$ cat src/rtl/legacyIrqRouterPkg.sv
package legacyIrqRouterPkg;

  // Strobes from the mode control to the routing datapath
  typedef struct packed {
    logic setLegacy;   // mode bit goes 0 -> 1 on this edge
    logic clrLegacy;   // mode bit goes 1 -> 0 on this edge
  } modeStrobe_t;

endpackage

$ cat src/rtl/legacyIrqRouterCtrl.sv
module legacyIrqRouterCtrl
  import legacyIrqRouterPkg::*;
(
  input  logic        clk,
  input  logic        rstN,
  input  logic        cfgWrEn,
  input  logic        cfgLegacyWr,
  output modeStrobe_t strobe,
  output logic        legacyCfg
);

  // Transition detection: only a write that flips the bit yields a strobe
  always_comb begin
    strobe.setLegacy = cfgWrEn && cfgLegacyWr && !legacyCfg;
    strobe.clrLegacy = cfgWrEn && !cfgLegacyWr && legacyCfg;
  end

  always_ff @(posedge clk) begin
    if (!rstN)        legacyCfg <= 1'b0;
    else if (cfgWrEn) legacyCfg <= cfgLegacyWr;
  end

  // an activating strobe leaves the bit set
  assert_set_takes_effect_R7: assert property (@(posedge clk) disable iff (!rstN)
    strobe.setLegacy |=> legacyCfg);

  // a deactivating strobe leaves the bit clear
  assert_clr_takes_effect_R8: assert property (@(posedge clk) disable iff (!rstN)
    strobe.clrLegacy |=> !legacyCfg);

  // a same-value write does not move the bit
  assert_same_write_quiet_R11: assert property (@(posedge clk) disable iff (!rstN)
    (cfgWrEn && (cfgLegacyWr == legacyCfg)) |=> $stable(legacyCfg));

endmodule

$ cat src/rtl/legacyIrqRouterDatapath.sv
module legacyIrqRouterDatapath
  import legacyIrqRouterPkg::*;
#(
  parameter int NUM_TIMERS   = 4,
  parameter int NUM_LINES    = 24,
  parameter int ROUTE_W      = 5,
  parameter int LEGACY_LINE0 = 0,
  parameter int LEGACY_LINE1 = 8
) (
  input  logic                          clk,
  input  logic                          rstN,
  input  modeStrobe_t                   strobe,
  input  logic [NUM_TIMERS-1:0]         timerIrq,
  input  logic [NUM_TIMERS*ROUTE_W-1:0] timerRoute,
  input  logic                          rtcIrq,
  output logic [NUM_LINES-1:0]          irqLines,
  output logic                          legacyQ
);

  localparam logic [ROUTE_W-1:0] PIN0 = ROUTE_W'(LEGACY_LINE0);
  localparam logic [ROUTE_W-1:0] PIN1 = ROUTE_W'(LEGACY_LINE1);

  logic [NUM_TIMERS-1:0]         timerLvlQ;
  logic [NUM_TIMERS*ROUTE_W-1:0] routeQ;
  logic                          rtcLvlQ;
  logic [ROUTE_W-1:0]            dest [NUM_TIMERS];

  always_ff @(posedge clk) begin
    if (!rstN) begin
      timerLvlQ <= '0;
      routeQ    <= '0;
      rtcLvlQ   <= 1'b0;
      legacyQ   <= 1'b0;
    end else begin
      timerLvlQ <= timerIrq;
      routeQ    <= timerRoute;
      rtcLvlQ   <= rtcIrq;      // recorded in every mode
      if (strobe.setLegacy)      legacyQ <= 1'b1;
      else if (strobe.clrLegacy) legacyQ <= 1'b0;
    end
  end

  // Per-channel destination: the two lowest channels can be pinned
  for (genvar t = 0; t < NUM_TIMERS; t++) begin : g_dest
    if (t == 0) begin : g_pin0
      assign dest[t] = legacyQ ? PIN0 : routeQ[t*ROUTE_W +: ROUTE_W];
    end else if (t == 1) begin : g_pin1
      assign dest[t] = legacyQ ? PIN1 : routeQ[t*ROUTE_W +: ROUTE_W];
    end else begin : g_free
      assign dest[t] = routeQ[t*ROUTE_W +: ROUTE_W];
    end
  end

  // OR-merge onto the line vector; out-of-range destinations match no line
  always_comb begin
    irqLines = '0;
    for (int t = 0; t < NUM_TIMERS; t++) begin
      for (int l = 0; l < NUM_LINES; l++) begin
        if (timerLvlQ[t] && (int'(dest[t]) == l)) irqLines[l] = 1'b1;
      end
    end
    if (!legacyQ && rtcLvlQ) irqLines[LEGACY_LINE1] = 1'b1;
  end

  // clock level passes when the mode is off
  assert_rtc_pass_R5: assert property (@(posedge clk) disable iff (!rstN)
    (!legacyQ && rtcLvlQ) |-> irqLines[LEGACY_LINE1]);

  // in legacy mode with no channel active, nothing (clock included) shows
  assert_rtc_masked_R6: assert property (@(posedge clk) disable iff (!rstN)
    (legacyQ && (timerLvlQ == '0)) |-> (irqLines == '0));

  // channel 0 is pinned to line 0 in legacy mode
  assert_pin_ch0_R3: assert property (@(posedge clk) disable iff (!rstN)
    (legacyQ && timerLvlQ[0]) |-> irqLines[LEGACY_LINE0]);

endmodule

$ cat src/rtl/legacyIrqRouter.sv
module legacyIrqRouter
  import legacyIrqRouterPkg::*;
#(
  parameter int NUM_TIMERS   = 4,
  parameter int NUM_LINES    = 24,
  parameter int LEGACY_LINE0 = 0,
  parameter int LEGACY_LINE1 = 8,
  localparam int ROUTE_W     = $clog2(NUM_LINES)
) (
  input  logic                          clk,
  input  logic                          rstN,
  input  logic                          cfgWrEn,
  input  logic                          cfgLegacyWr,
  input  logic [NUM_TIMERS-1:0]         timerIrq,
  input  logic [NUM_TIMERS*ROUTE_W-1:0] timerRoute,
  input  logic                          rtcIrq,
  output logic [NUM_LINES-1:0]          irqLines,
  output logic                          pitDisable
);

  modeStrobe_t strobe;
  logic        legacyCfg;
  logic        legacyQ;

  legacyIrqRouterCtrl i_ctrl (
    .clk        (clk),
    .rstN       (rstN),
    .cfgWrEn    (cfgWrEn),
    .cfgLegacyWr(cfgLegacyWr),
    .strobe     (strobe),
    .legacyCfg  (legacyCfg)
  );

  legacyIrqRouterDatapath #(
    .NUM_TIMERS  (NUM_TIMERS),
    .NUM_LINES   (NUM_LINES),
    .ROUTE_W     (ROUTE_W),
    .LEGACY_LINE0(LEGACY_LINE0),
    .LEGACY_LINE1(LEGACY_LINE1)
  ) i_dp (
    .clk       (clk),
    .rstN      (rstN),
    .strobe    (strobe),
    .timerIrq  (timerIrq),
    .timerRoute(timerRoute),
    .rtcIrq    (rtcIrq),
    .irqLines  (irqLines),
    .legacyQ   (legacyQ)
  );

  assign pitDisable = legacyQ;

  // the datapath's mode copy agrees with the control's mode bit
  assert_pit_tracks_mode_R9: assert property (@(posedge clk) disable iff (!rstN)
    pitDisable == legacyCfg);

endmodule

$ cat config.mk
export PLATFORM = sky130hd
export DESIGN_NAME = legacyIrqRouter
export DESIGN_NICKNAME = d
export VERILOG_FILES = /design/src/rtl/legacyIrqRouterPkg.sv /design/src/rtl/legacyIrqRouterCtrl.sv /design/src/rtl/legacyIrqRouterDatapath.sv /design/src/rtl/legacyIrqRouter.sv
export SDC_FILE = /design/constraint.sdc
export NUM_CORES = 1
export LEC_CHECK = 0
export BUFFER_PORTS_ARGS = -buffer_cell sky130_fd_sc_hd__buf_2
export CORE_MARGIN = 3
export CORE_UTILIZATION = 24
export CTS_BUF_LIST = sky130_fd_sc_hd__clkbuf_16
export DETAILED_ROUTE_END_ITERATION = 7
export GPL_ROUTABILITY_DRIVEN = 0
export PLACE_DENSITY = 0.47
export SYNTH_ARGS = -nofsm -noshare
export SYNTH_HDL_FRONTEND = slang
export SYNTH_SLANG_ARGS = --single-unit
$ cat constraint.sdc
create_clock -name clk -period 1.8 [get_ports clk]
set_input_delay 0.36 -clock clk [delete_from_list [all_inputs] [get_ports clk]]
set_output_delay 0.36 -clock clk [all_outputs]
set_load 0.02 [all_outputs]
==> results.yml <==
power_and_ir_drop:
  p_leak_nw: 1.01
  ir_drop_mv: 0.338
  powerDensity_nw_per_um2: 585
  total_power_mw: 1.56
yosys:
  async_reset_ff_share_pct: 0
  yosys-top-cells-count: "and2_1 (28), dfxtp_1 (27), o221ai_1 (14)"
  synth_edf_count: 0
  synth-seq-area-share_pct: 32.4
  synth_cell_type_count: 35
  syn-cell-area_um2: 1670
  yosysMostFrequentCell: "and2_1"
  yosys_warnings: 0
  synth_ff_type: "dfxtp_1"
  syn_area_per_cell_um2: 8.97
  synthTopCellsByArea: "dfxtp_1 (32%), and2_1 (10%), o221ai_1 (7.3%)"
  synth_top_area_share_pct: 32.4
  syn-instance-count: 186
  synth.ff_latch_count: 27
  syn-num-nets: 215
  synth_top_area_cell: "dfxtp_1"
die:
  initial_utilization_pct: 25.6
  die_area_um2: 7990
  die_w_um: 89.4
  num_rows: 29
  io_pins: 54
  fp.dieH_um: 89.4
  core_um2: 6530
detailed_routing:
  drtAntennaViolNets: 0
  drc_errors: 0
  drt-wirelength-per-cell_um: 16.7
  firstDrtPassIters: 4
  drt_iter0_drc: 66
  wirelength_um: 5570
  vias_per_cell: 5.50
  vias: 1838
place:
  place_ws_ns: 0.00245
  port_buffers: 53
  dpl_cell_area_um2: 2130
  dp_hpwl_um: 4090
min_path:
  min_path_cells: 2
  worstHoldPathType: "in -> reg"
timing:
  clock.fmax_mhz: 507
  holdWs_ns: 0.298
  hold_viol: 0
  slew_headroom_pct: 77.5
  finalCriticalPeriod_ns: 1.97
  worstMarginPinSlew_ns: 0.337
  finalCritPeriodShare_pct: 110
  finalClockSkew_ns: 0.000318
  setup_viol: 24
  layout_setup_ws_ns: -0.172
  rsz0062_at_grt: "true"
  slew_violations: 0
clocking:
  cts_tree: "built"
  cts_inserted_buffers: 3
  htreeDepth: 1
  clk_path_buf_depth: 2
  clkSinkCount: 27
  clock_latency_ns: 0.26
  clk_pin_slew_ns: 0.07
  ctsRootBufferMaster: "clkbuf_16"
  cts_hold_buffers: 0
outcome:
  violations: "setup timing"
  status: "finished with violations"
cells_and_area:
  nNetsFinal: 287
  fin_area_um2: 2670
  area_growth_pct: 60.0
  n_antenna_cell: 0
  drive_gt1_share_pct: 61.5
setup_path:
  cp.arrival_ns: 1.61
  worstSetupPathType: "reg -> out"
  end_kind: "output port"
  r2r_cells: 4
  cp.required_ns: 1.44
  crit_fanout: 12
  worstSetupStartpointType: "flip-flop"
global_route:
  met3_usage_pct: 2.03
  grt_pass1_vias: 1685
  grt_util_met1_pct: 19.2
  busiest_layer: "met2"
  grt_first_pass_wirelength_um: 8370
  grt_max_degree: 28
  grt_use_total_pct: 13.6
  met2_usage_pct: 20.7
  antenna_found_initial: 0
  grt-ovfl-total: 0
run:
  drv_cap: 0
repair_timing:
item                       CTS  global route
gates cloned                 0             1
setup buffers                5             0
pin swaps                   21             7
resized for setup           97            20
setup endpoints to repair   24            24
area by class of cell:
cell class	instances	area, um2
Fill cell	662	3860
Multi-Input combinational cell	152	1370
Sequential cell	27	571
Timing Repair Buffer	74	558
Tap cell	77	96.3
Clock buffer	3	75.1
Clock inverter	1	5.00
stage by stage:
stage | std cells | util, % | setup TNS [ns]
2_1_floorplan | 186 | - | -0.385
3_3_place_gp | 324 | 32.6 | 0
3_5_place_dp | 324 | 32.6 | 0
4_1_cts | 333 | 39.2 | -2.56
5_1_grt | 334 | 40.9 | -4.01
6_report | 334 | 40.9 | -2.68
worst max-delay path: stages, from the launching register on:
cell and delay [ns]:
dfxtp_2 0.35, buf_12 0.15, buf_6 0.13, nand3b_1 0.24
o221ai_1 0.27, buf_4 0.19
where the power goes:
part	total [mW]	internal (mW)	switching (mW)
Clock	0.498	0.300	0.199
Sequential	0.696	0.637	0.0588
Combinational	0.369	0.194	0.175
Total	1.56	1.13	0.432
layout by cell type (no fill, tap or decap), drive strengths merged, types with 4 or more instances in the layout:
cell,count
buf,73
and2,28
dfxtp,27
o221ai,14
a22oi,12
nor2,11
a221o,8
nand2b,8
nand2,8
o22ai,6
and3b,6
nor2b,6
nor3b,5
nand4b,4
a32oi,4
clkbuf,4
nor4b,4
nor4bb,4
state kept, by name, indices dropped and copies added, names as in the netlist:
signal,cells
i_dp.routeQ,20
i_dp.timerLvlQ,4
i_ctrl.legacyCfg,1
i_dp.legacyQ,1
i_dp.rtcLvlQ,1
routing by layer:
metal / routed length (um) / up-vias
li1: - / 883
met1: 2710 / 865
met2: 2440 / 81
met3: 313 / 9
met4: 108 / 0
met5: 0 / -
path summary, 6_finish.rpt:
kind | from | slack [ns] | end
hold reg to reg | i_ctrl.legacyCfg | 0.53 | i_ctrl.legacyCfg
setup / recovery | i_dp.legacyQ | -0.17 | irqLines[11]
setup reg to reg | i_dp.legacyQ | 0.86 | i_dp.legacyQ
hold / removal | rtcIrq | 0.30 | i_dp.rtcLvlQ
kinds of logic after synthesis:
kind of cell    Yosys count  synth area share, %
simple gates             98                 39.0
compound gates           53                 25.9
flops                    27                 32.4
buf+inv                   7                 2.17
mux                       1                0.600
(Power assumes the default switching activity.)
